**src/rtl/irqp_pkg.sv**
```systemverilog
package irqp_pkg;
  typedef enum logic [2:0] {
    OP_IDLE     = 3'd0,
    OP_ACK      = 3'd1,
    OP_PEEK     = 3'd2,
    OP_SET_CUR  = 3'd3,
    OP_SET_IPI  = 3'd4,
    OP_DONE     = 3'd5
  } reg_op_e;
endpackage

```
**src/rtl/irqp_offer_eval.sv**
```systemverilog
module irqp_offer_eval #(
  parameter int SRC_W  = 24,
  parameter int PRIO_W = 8,
  parameter int IPI_SRC = 2
) (
  input  logic [PRIO_W-1:0] cur_prio,
  input  logic [SRC_W-1:0]  slot_src,
  input  logic [PRIO_W-1:0] slot_prio,
  input  logic [PRIO_W-1:0] offer_prio,
  output logic              admit,
  output logic              displace
);
  logic slot_busy;
  assign slot_busy = (slot_src != '0);
  assign admit     = (offer_prio < cur_prio) && !(slot_busy && (slot_prio <= offer_prio));
  assign displace  = admit && slot_busy && (slot_src != SRC_W'(IPI_SRC));
endmodule

```
**src/rtl/irqp_ipi_eval.sv**
```systemverilog
module irqp_ipi_eval #(
  parameter int SRC_W  = 24,
  parameter int PRIO_W = 8,
  parameter int IPI_SRC = 2
) (
  input  logic [SRC_W-1:0]  slot_src,
  input  logic [PRIO_W-1:0] slot_prio,
  input  logic [PRIO_W-1:0] ipi_prio,
  output logic              take,
  output logic              displace
);
  logic slot_busy;
  assign slot_busy = (slot_src != '0);
  assign take      = !(slot_busy && (slot_prio <= ipi_prio));
  assign displace  = take && slot_busy && (slot_src != SRC_W'(IPI_SRC));
endmodule

```
**src/rtl/irq_presenter.sv**
```systemverilog
module irq_presenter #(
  parameter int SRC_W   = 24,
  parameter int PRIO_W  = 8,
  parameter int IPI_SRC = 2
) (
  input  logic                     clk,
  input  logic                     rst_n,
  input  logic                     req_valid,
  output logic                     req_ready,
  input  logic [SRC_W-1:0]         req_src,
  input  logic [PRIO_W-1:0]        req_prio,
  output logic                     rsp_valid,
  output logic                     rsp_accept,
  output logic [SRC_W-1:0]         rsp_src,
  output logic                     bounce_valid,
  output logic [SRC_W-1:0]         bounce_src,
  input  logic [2:0]               reg_op,
  input  logic [PRIO_W+SRC_W-1:0]  reg_wdata,
  output logic                     rd_valid,
  output logic [PRIO_W+SRC_W-1:0]  rd_data,
  output logic [PRIO_W-1:0]        rd_ipi_prio,
  output logic                     eoi_valid,
  output logic [SRC_W-1:0]         eoi_src,
  output logic                     resend_req,
  output logic                     irq_out
);
  import irqp_pkg::*;

  localparam int WORD_W = PRIO_W + SRC_W;
  localparam logic [PRIO_W-1:0] MASKED = '1;
  localparam logic [SRC_W-1:0]  IPI_NUM = SRC_W'(IPI_SRC);

  reg_op_e op;
  assign op = reg_op_e'(reg_op);

  logic [PRIO_W-1:0] cur_q, pend_q, ipi_q;
  logic [SRC_W-1:0]  src_q;
  logic [PRIO_W-1:0] cur_n, pend_n, ipi_n;
  logic [SRC_W-1:0]  src_n;

  logic              rsp_v_n, rsp_acc_n, bnc_v_n, rd_v_n, eoi_v_n, resend_n;
  logic [SRC_W-1:0]  rsp_src_n, bnc_src_n, eoi_src_n;
  logic [WORD_W-1:0] rd_data_n;
  logic [PRIO_W-1:0] rd_ipi_n;

  logic [PRIO_W-1:0] wr_lo, wr_hi;
  assign wr_lo = reg_wdata[PRIO_W-1:0];
  assign wr_hi = reg_wdata[WORD_W-1:SRC_W];

  // offer decision
  logic offer_admit, offer_disp;
  irqp_offer_eval #(.SRC_W(SRC_W), .PRIO_W(PRIO_W), .IPI_SRC(IPI_SRC)) u_offer (
    .cur_prio  (cur_q),
    .slot_src  (src_q),
    .slot_prio (pend_q),
    .offer_prio(req_prio),
    .admit     (offer_admit),
    .displace  (offer_disp)
  );

  // inter-processor claim decision
  logic [PRIO_W-1:0] ipi_sel;
  logic              ipi_take, ipi_disp;
  assign ipi_sel = (op == OP_SET_IPI) ? wr_lo : ipi_q;
  irqp_ipi_eval #(.SRC_W(SRC_W), .PRIO_W(PRIO_W), .IPI_SRC(IPI_SRC)) u_ipi (
    .slot_src (src_q),
    .slot_prio(pend_q),
    .ipi_prio (ipi_sel),
    .take     (ipi_take),
    .displace (ipi_disp)
  );

  assign req_ready = (op == OP_IDLE);

  logic do_resend, ipi_try;

  always_comb begin
    cur_n     = cur_q;
    pend_n    = pend_q;
    ipi_n     = ipi_q;
    src_n     = src_q;
    rsp_v_n   = 1'b0;
    rsp_acc_n = 1'b0;
    rsp_src_n = req_src;
    bnc_v_n   = 1'b0;
    bnc_src_n = src_q;
    rd_v_n    = 1'b0;
    rd_data_n = {cur_q, src_q};
    rd_ipi_n  = ipi_q;
    eoi_v_n   = 1'b0;
    eoi_src_n = reg_wdata[SRC_W-1:0];
    resend_n  = 1'b0;
    do_resend = 1'b0;
    ipi_try   = 1'b0;
    case (op)
      OP_ACK: begin
        rd_v_n = 1'b1;
        cur_n  = pend_q;
        src_n  = '0;
        pend_n = MASKED;
      end
      OP_PEEK: begin
        rd_v_n = 1'b1;
      end
      OP_SET_CUR: begin
        cur_n = wr_lo;
        if (wr_lo < cur_q) begin
          if ((src_q != '0) && (wr_lo <= pend_q)) begin
            src_n  = '0;
            pend_n = MASKED;
            bnc_v_n = (src_q != IPI_NUM);
          end
        end else if (src_q == '0) begin
          do_resend = 1'b1;
        end
      end
      OP_SET_IPI: begin
        ipi_n = wr_lo;
        if (wr_lo < cur_q) ipi_try = 1'b1;
      end
      OP_DONE: begin
        cur_n   = wr_hi;
        eoi_v_n = 1'b1;
        if (src_q == '0) do_resend = 1'b1;
      end
      OP_IDLE: begin
        if (req_valid) begin
          rsp_v_n = 1'b1;
          if (offer_admit) begin
            rsp_acc_n = 1'b1;
            bnc_v_n   = offer_disp;
            src_n     = req_src;
            pend_n    = req_prio;
          end
        end
      end
      default: ;
    endcase
    if (do_resend) begin
      resend_n = 1'b1;
      if (ipi_q < cur_n) ipi_try = 1'b1;
    end
    if (ipi_try && ipi_take) begin
      bnc_v_n = ipi_disp;
      src_n   = IPI_NUM;
      pend_n  = ipi_sel;
    end
  end

  always_ff @(posedge clk) begin
    if (!rst_n) begin
      cur_q        <= '0;
      src_q        <= '0;
      pend_q       <= MASKED;
      ipi_q        <= MASKED;
      irq_out      <= 1'b0;
      rsp_valid    <= 1'b0;
      rsp_accept   <= 1'b0;
      rsp_src      <= '0;
      bounce_valid <= 1'b0;
      bounce_src   <= '0;
      rd_valid     <= 1'b0;
      rd_data      <= '0;
      rd_ipi_prio  <= MASKED;
      eoi_valid    <= 1'b0;
      eoi_src      <= '0;
      resend_req   <= 1'b0;
    end else begin
      cur_q        <= cur_n;
      src_q        <= src_n;
      pend_q       <= pend_n;
      ipi_q        <= ipi_n;
      irq_out      <= (src_n != '0);
      rsp_valid    <= rsp_v_n;
      rsp_accept   <= rsp_acc_n;
      rsp_src      <= rsp_src_n;
      bounce_valid <= bnc_v_n;
      bounce_src   <= bnc_src_n;
      rd_valid     <= rd_v_n;
      rd_data      <= rd_data_n;
      rd_ipi_prio  <= rd_ipi_n;
      eoi_valid    <= eoi_v_n;
      eoi_src      <= eoi_src_n;
      resend_req   <= resend_n;
    end
  end


  rsp_after_handshake_chk: assert property (@(posedge clk) disable iff (!rst_n)
    rsp_valid |-> $past(req_valid && req_ready));

  admit_fills_slot_chk: assert property (@(posedge clk) disable iff (!rst_n)
    (rsp_valid && rsp_accept) |-> (src_q == rsp_src) && irq_out);

  bounce_not_ipi_chk: assert property (@(posedge clk) disable iff (!rst_n)
    bounce_valid |-> (bounce_src != IPI_NUM) && (bounce_src != '0));

  ack_drops_line_chk: assert property (@(posedge clk) disable iff (!rst_n)
    (op == OP_ACK) |=> (!irq_out && rd_valid && (pend_q == MASKED)));

  peek_no_change_chk: assert property (@(posedge clk) disable iff (!rst_n)
    (op == OP_PEEK) |=> ($stable(cur_q) && $stable(src_q) && $stable(pend_q) && $stable(ipi_q)));

  done_loads_prio_chk: assert property (@(posedge clk) disable iff (!rst_n)
    (op == OP_DONE) |=> (eoi_valid && (cur_q == $past(wr_hi))));
endmodule

```
**config.mk**
```make
export PLATFORM = sky130hd
export DESIGN_NAME = irq_presenter
export DESIGN_NICKNAME = d
export VERILOG_FILES = /design/src/rtl/irqp_pkg.sv /design/src/rtl/irqp_offer_eval.sv /design/src/rtl/irqp_ipi_eval.sv /design/src/rtl/irq_presenter.sv
export SDC_FILE = /design/constraint.sdc
export NUM_CORES = 1
export LEC_CHECK = 0
export CELL_PAD_IN_SITES_DETAIL_PLACEMENT = 0
export CELL_PAD_IN_SITES_GLOBAL_PLACEMENT = 1
export CORE_MARGIN = 4
export CORE_UTILIZATION = 47
export DETAILED_ROUTE_END_ITERATION = 6
export DONT_BUFFER_PORTS = 1
export HOLD_SLACK_MARGIN = 0.05
export PLACE_DENSITY = 0.79
export REMOVE_ABC_BUFFERS = 1
export SKIP_CTS_REPAIR_TIMING = 1
export SLEW_MARGIN = 30
export SYNTH_ARGS = -nofsm -noshare
export SYNTH_HDL_FRONTEND = slang
export SYNTH_HIERARCHICAL = 1
export SYNTH_SLANG_ARGS = --single-unit
```
**constraint.sdc**
```tcl
create_clock -name clk -period 4.19 [get_ports clk]
set_input_delay 0 -clock clk [delete_from_list [all_inputs] [get_ports clk]]
set_output_delay 0 -clock clk [all_outputs]
set_load 0.005 [all_outputs]
```
[Word level (Yosys, flattened, before mapping)]
Index checks and enable logic that the tools add are counted.
Storage, ports and cells
  logic and storage cells: 84
  output and inout port bits: 120
  bits in registers: 167
  input bits: 70
Operators by class
  $lt $le $gt $ge: 6
  eq/ne operators: 10
  muxes and demuxes: 32
  reduce and logical (&&, ||, !) cells: 20
Operators with widths (count)
  two-way mux 24 bit: 5
  one-hot mux 24 bit (3 select lines): 1
  two-way mux 8 bit: 6
  one-hot mux 8 bit (3 select lines): 2
  nonzero test 24 bit: 2
  less-or-equal comparator 8 bit: 3
  zero test 24 bit: 1
  < comparator 8 bit: 3
  != test 24 x 2 -> 1 bit, second input constant: 1
  two-way mux 1 bit: 16
  logical AND 1 bit: 9
  == test 3 x 2 -> 1 bit, second input constant: 2
  == test 3 bit, second input constant: 2
  != test 3 bit, second input constant: 2
  AND reduction 5 bit: 1
  one-hot mux 1 bit (2 select lines): 2
  nonzero test 4 bit: 1
  == test 3 x 1 -> 1 bit, second input constant: 1
  zero test 3 bit: 1
  != test 3 x 1 -> 1 bit, second input constant: 1
  != test 3 x 2 -> 1 bit, second input constant: 1
  AND reduction 3 bit: 1
  zero test 1 bit: 2
  AND reduction 2 bit: 1
  OR reduction 2 bit: 1

[Depth between registers and ports, before layout]
  depth in word-level cells: 10
  mapped depth: 18

[Modules after synthesis]
The synthesis kept the hierarchy.
Modules (own cells, without submodules)
  irq_presenter: area each 5597.9 µm², instances 1, cells an instance 583
  irqp_offer_eval: area each 446.7 µm², instances 1, cells an instance 62
  irqp_ipi_eval: area each 284.0 µm², instances 1, cells an instance 38

[Worst setup path before layout]
OpenSTA, ideal clock, no wires.
  path kind: input -> register
  from: input port reg_op[2]
  to: register pend_q[7]
  buffers on the path: 2
  arrival: 2824 ps
  setup time: 122 ps
  cell stages on the path: 16
  slack: 1243 ps
  cells stage by stage: clkinv_1 nor3_1 buf_1 mux2i_1 inv_1 inv_1 ha_1 nand4_1 nor2_1 a211o_1 o211ai_1 nand2b_1 a21oi_1 a31oi_4 buf_2 a311o_1
Between the ends
  longest elaborated chain between the ends: 8
  elaborated cells between the ends (all ways): 24
  those cells by class: order compare: 2; eq/ne: 8; mux: 8; reduce/logical: 6
Ends and longest elaborated chain
  start, declared: RTL line irq_presenter.sv:17  | input logic [2:0] reg_op,
  == test 3 bit (*): RTL line irq_presenter.sv:64  | assign ipi_sel = (op == OP_SET_IPI) ? wr_lo : ipi_q;
  two-way mux 8 bit (*)
  less-or-equal comparator 8 bit (*): RTL line irqp_ipi_eval.sv:14  | assign take = !(slot_busy && (slot_prio <= ipi_prio));
  logical AND 1 bit (*): RTL line irqp_ipi_eval.sv:14
  zero test 1 bit (*): RTL line irqp_ipi_eval.sv:14
  via ipi_take: RTL line irq_presenter.sv:63  | logic ipi_take, ipi_disp;
  logical AND 1 bit (*): RTL line irq_presenter.sv:143  | if (ipi_try && ipi_take) begin
  != test 3 bit (no source line), or another cell as far along
  AND reduction 5 bit (no source line)
  end signal, assigned: RTL line irq_presenter.sv:171  | pend_q <= pend_n;
  end, declared: RTL line irq_presenter.sv:36  | logic [PRIO_W-1:0] cur_q, pend_q, ipi_q;
The timed path passes the listed nets; every way through them passes the cells marked *.
A chain may end at the register's enable or synchronous reset.

[Final worst setup path]
  from: register pend_q[1]
  to: register src_q[11] (netlist: bnc_src_n[11])
Between the ends
  longest elaborated chain between the ends: 8
  elaborated cells between the ends (all ways): 20
  those cells by class: order compare: 4; mux: 9; reduce/logical: 7
Ends and longest elaborated chain
  less-or-equal comparator 8 bit: RTL line irqp_offer_eval.sv:15  | assign admit = (offer_prio < cur_prio) && !(slot_busy && (slot_prio <= offer_prio));
  logical AND 1 bit: RTL line irqp_offer_eval.sv:15
  zero test 1 bit: RTL line irqp_offer_eval.sv:15
  logical AND 1 bit: RTL line irqp_offer_eval.sv:15
  via offer_admit: RTL line irq_presenter.sv:51  | logic offer_admit, offer_disp;
  two-way mux 24 bit: RTL line irq_presenter.sv:129  | if (offer_admit) begin
  two-way mux 24 bit: RTL line irq_presenter.sv:127  | if (req_valid) begin
  one-hot mux 24 bit (3 select lines): RTL line irq_presenter.sv:95  | case (op)
  two-way mux 24 bit: RTL line irq_presenter.sv:143
  end signal, assigned: RTL line irq_presenter.sv:170  | src_q <= src_n;
  end, declared: RTL line irq_presenter.sv:37  | logic [SRC_W-1:0] src_q;
The timed path passes the listed nets, and every way through them passes these cells.

==> flow_summary.yaml <==
timing:
  skew_ns: 0.0110
  final_max_slew_viol_count: 0
  finalHoldViolCount: 0
  fin_crit_ns: 3.59
  fin_ws_ns: 0.599
  setup_viol_count_final: 0
  finalCritPeriodShare_pct: 85.7
  slew_headroom_pct: 43.1
  worst_pin_slew_ns: 0.848
  rsz0062_at_grt: "false"
  timing.fmax_mhz: 278
  setup_tns_ns: 0
synthesis:
  yosys.area_share.simple_pct: 21.7
  synth_xor_area_share_pct: 0.138
  synth_edf_count: 0
  synthFlopType: "dfxtp_1"
  async_reset_ff_share_pct: 0
  synth_top_family_by_area: "simple AND/OR/NAND/NOR gates"
  synthCells: 683
  ys_types: 56
  yosysSeqAreaShare_pct: 45.2
  synth-compound-area-share_pct: 13.3
  synth_mux_area_share_pct: 2.53
  yosys_warnings: 6
  avgSynthCellArea_um2: 9.27
  yosys.area_share.adder_pct: 8.90
  ys_ff_latch: 143
  syn_area_um2: 6330
layout:
  final.fill_count: 1208
  stdcell_area_um2: 7680
  drive_gt1_share_pct: 6.56
  fin_cells: 923
  layout.cells.most_common_list: "dfxtp_1 (143), and2_1 (78), dlygate4sd3_1 (77)"
  final_common_cell: "dfxtp_1"
  nNetsFinal: 849
  diodes: 0
  syn_to_final_growth_pct: 21.4
worst_setup_path:
  worst_setup_path_end_kind: "flop"
  required_ns: 4.54
  cp_max_fo: 23
  worstPathCellList: "ha_1, nor2b_1, o211ai_1, a21oi_1, o31ai_1, a21oi_2, and2_1, o21ai_0, or2_1, buf_4, o21ai_0, a21oi_1"
  critPathKind: "reg -> reg"
  crit_family: "compound AO/OA/AOI/OAI gates"
  critPathSlowestCell: "or2_1"
  start_kind: "flop"
  max_stage_delay_ns: 0.72
  critical_path_arrival_ns: 3.94
  cp.buffers_inverters: 1
detailed_routing:
  vias: 5139
  vias_per_cell: 5.57
  ant_nets: 0
  dr.pass1.iters: 5
  route.detailed.drc: 0
  post_drt_wl_per_cell_um: 19.5
  totalWireLength_um: 18000
  drtIter0Drc: 382
power_and_ir_drop:
  p_int_mw: 2.57
  p_clk_share_pct: 44.3
  ir_drop_mv: 0.276
  p_seq_share_pct: 42.9
  p_total_mw: 3.42
  swShare_pct: 24.9
  p_leak_nw: 3.21
  power_density_nw_per_um2: 445
  p_sw_uw: 852
  p_comb_share_pct: 12.8
placed_design:
  dp_cells: 813
  port_buffers: 0
  placed_area_um2: 6290
  pre_cts_ws_ns: 0.670
  hpwl_um: 11600
  finalWeightedCongestion: 0.856
floorplan:
  die_area_um2: 15400
  start_util_pct: 48.0
  die_h_um: 124
  rows: 42
  ios: 190
  coreArea_um2: 13200
  fp.dieW_um: 124
clock_tree:
  ctsLongestPathBuffers: 2
  root_buffer: "clkbuf_16"
  ctsHtreeMaxLevel: 4
  clk_latency_ns: 0.42
  numCtsBuffers: 17
  cts_sinks: 143
  clk_pin_slew_ns: 0.06
  cts_tree: "yes"
global_routing:
  use_met2_pct: 36.7
  gr-usage-met3_pct: 6.90
  grt_pass1_vias: 4748
  grt_overflow: 0
  antenna_found_initial: 0
  met1_usage_pct: 25.4
  grt.busiest_layer: "met2"
  grt_max_degree: 95
  grt_pass1_wl_um: 25000
  track_usage_pct: 21.4
outcome:
  status: "finished, final reports clean"
min_path:
  hp-class: "in -> reg"
flow_run:
  maxCapViolCount: 0
## power by group through the flow
stage	registers (mW)	logic (mW)	clock network, mW
after floorplan	1.48	0.264	0
after global placement	1.50	0.338	0
after detailed placement	1.50	0.349	0
final	1.47	0.439	1.52
after CTS	1.47	0.351	1.54
after global routing	1.47	0.494	1.61
## routing by layer
metal  vias to the layer above  wire length, um
met5                         -                0
met4                         0              288
met3                        24             1460
met2                       224             9060
met1                      2436             7200
li1                       2455                -
## metrics by stage
stage	util [%]	hold slack (ns)
finish	58.3	0.00567
global route	58.3	0.0585
CTS	52.2	-0.360
detailed placement	47.7	0.0832
global placement	47.7	0.0783
floorplan	-	0.0619
## synthesized netlist by cell type (all sizes together), types with 7 or more instances
cell type    n  area, um2
a311o        8       80.1
a21oi       26        134
inv         51        191
a22oi       27        203
nor4        17        149
and2        78        488
buf         35        244
ha          45        563
o22ai       11       68.8
clkbuf      19       71.3
nand2b      11       68.8
nand4       11       68.8
dfxtp      143       2860
nor2        56        210
nand2       39        146
nand3        8       40.0
nor3         7       35.0
o21ai       21        105
mux2i       16        160
## registers in the layout, indices dropped and copies added (netlist names), 8 cells and up
register and count:
bnc_src_n 24, eoi_src 24, rsp_src 24, bounce_src 23, rd_data 9, cur_q 8
ipi_q 8, pend_q 8, rd_ipi_prio 8
## worst register-to-register path, cell delays in order (launching register included)
cell and delay [ns]:
dfxtp_1 0.40, ha_1 0.27, nor2b_1 0.13, o211ai_1 0.19, a21oi_1 0.09, o31ai_1 0.37
a21oi_2 0.13, and2_1 0.27, o21ai_0 0.31, or2_1 0.72, buf_4 0.39, o21ai_0 0.13
a21oi_1 0.14
## cells by family (layout without fill, tap and decap cells)
logic type / count (synthesis) / in the layout
fa+ha+maj: 45 / 45
simple gates: 250 / 250
buf+inv: 107 / 171
mux: 16 / 16
compound gates: 121 / 121
flops: 143 / 143
xor+xnor: 1 / 1
## area by class of cell
class	count	area [um2]	area share, %
Clock buffer	22	454	5.91
Sequential cell	143	2860	37.3
Inverter	53	199	2.59
Timing Repair Buffer	86	858	11.2
Tap cell	176	220	2.87
Multi-Input combinational cell	433	2950	38.4
Clock inverter	10	138	1.79
## worst paths after layout
path	startpoint	end	slack (ns)	depth (start not counted)
worst min-delay path	reg_wdata[4]	cur_q[4]	0.006	4
worst min register to register	ipi_q[4]	rd_ipi_prio[4]	0.49	1
worst max register to register	pend_q[1]	bnc_src_n[11]	0.60	12
worst max-delay path	pend_q[1]	bnc_src_n[11]	0.60	12
(Power assumes the default switching activity.)
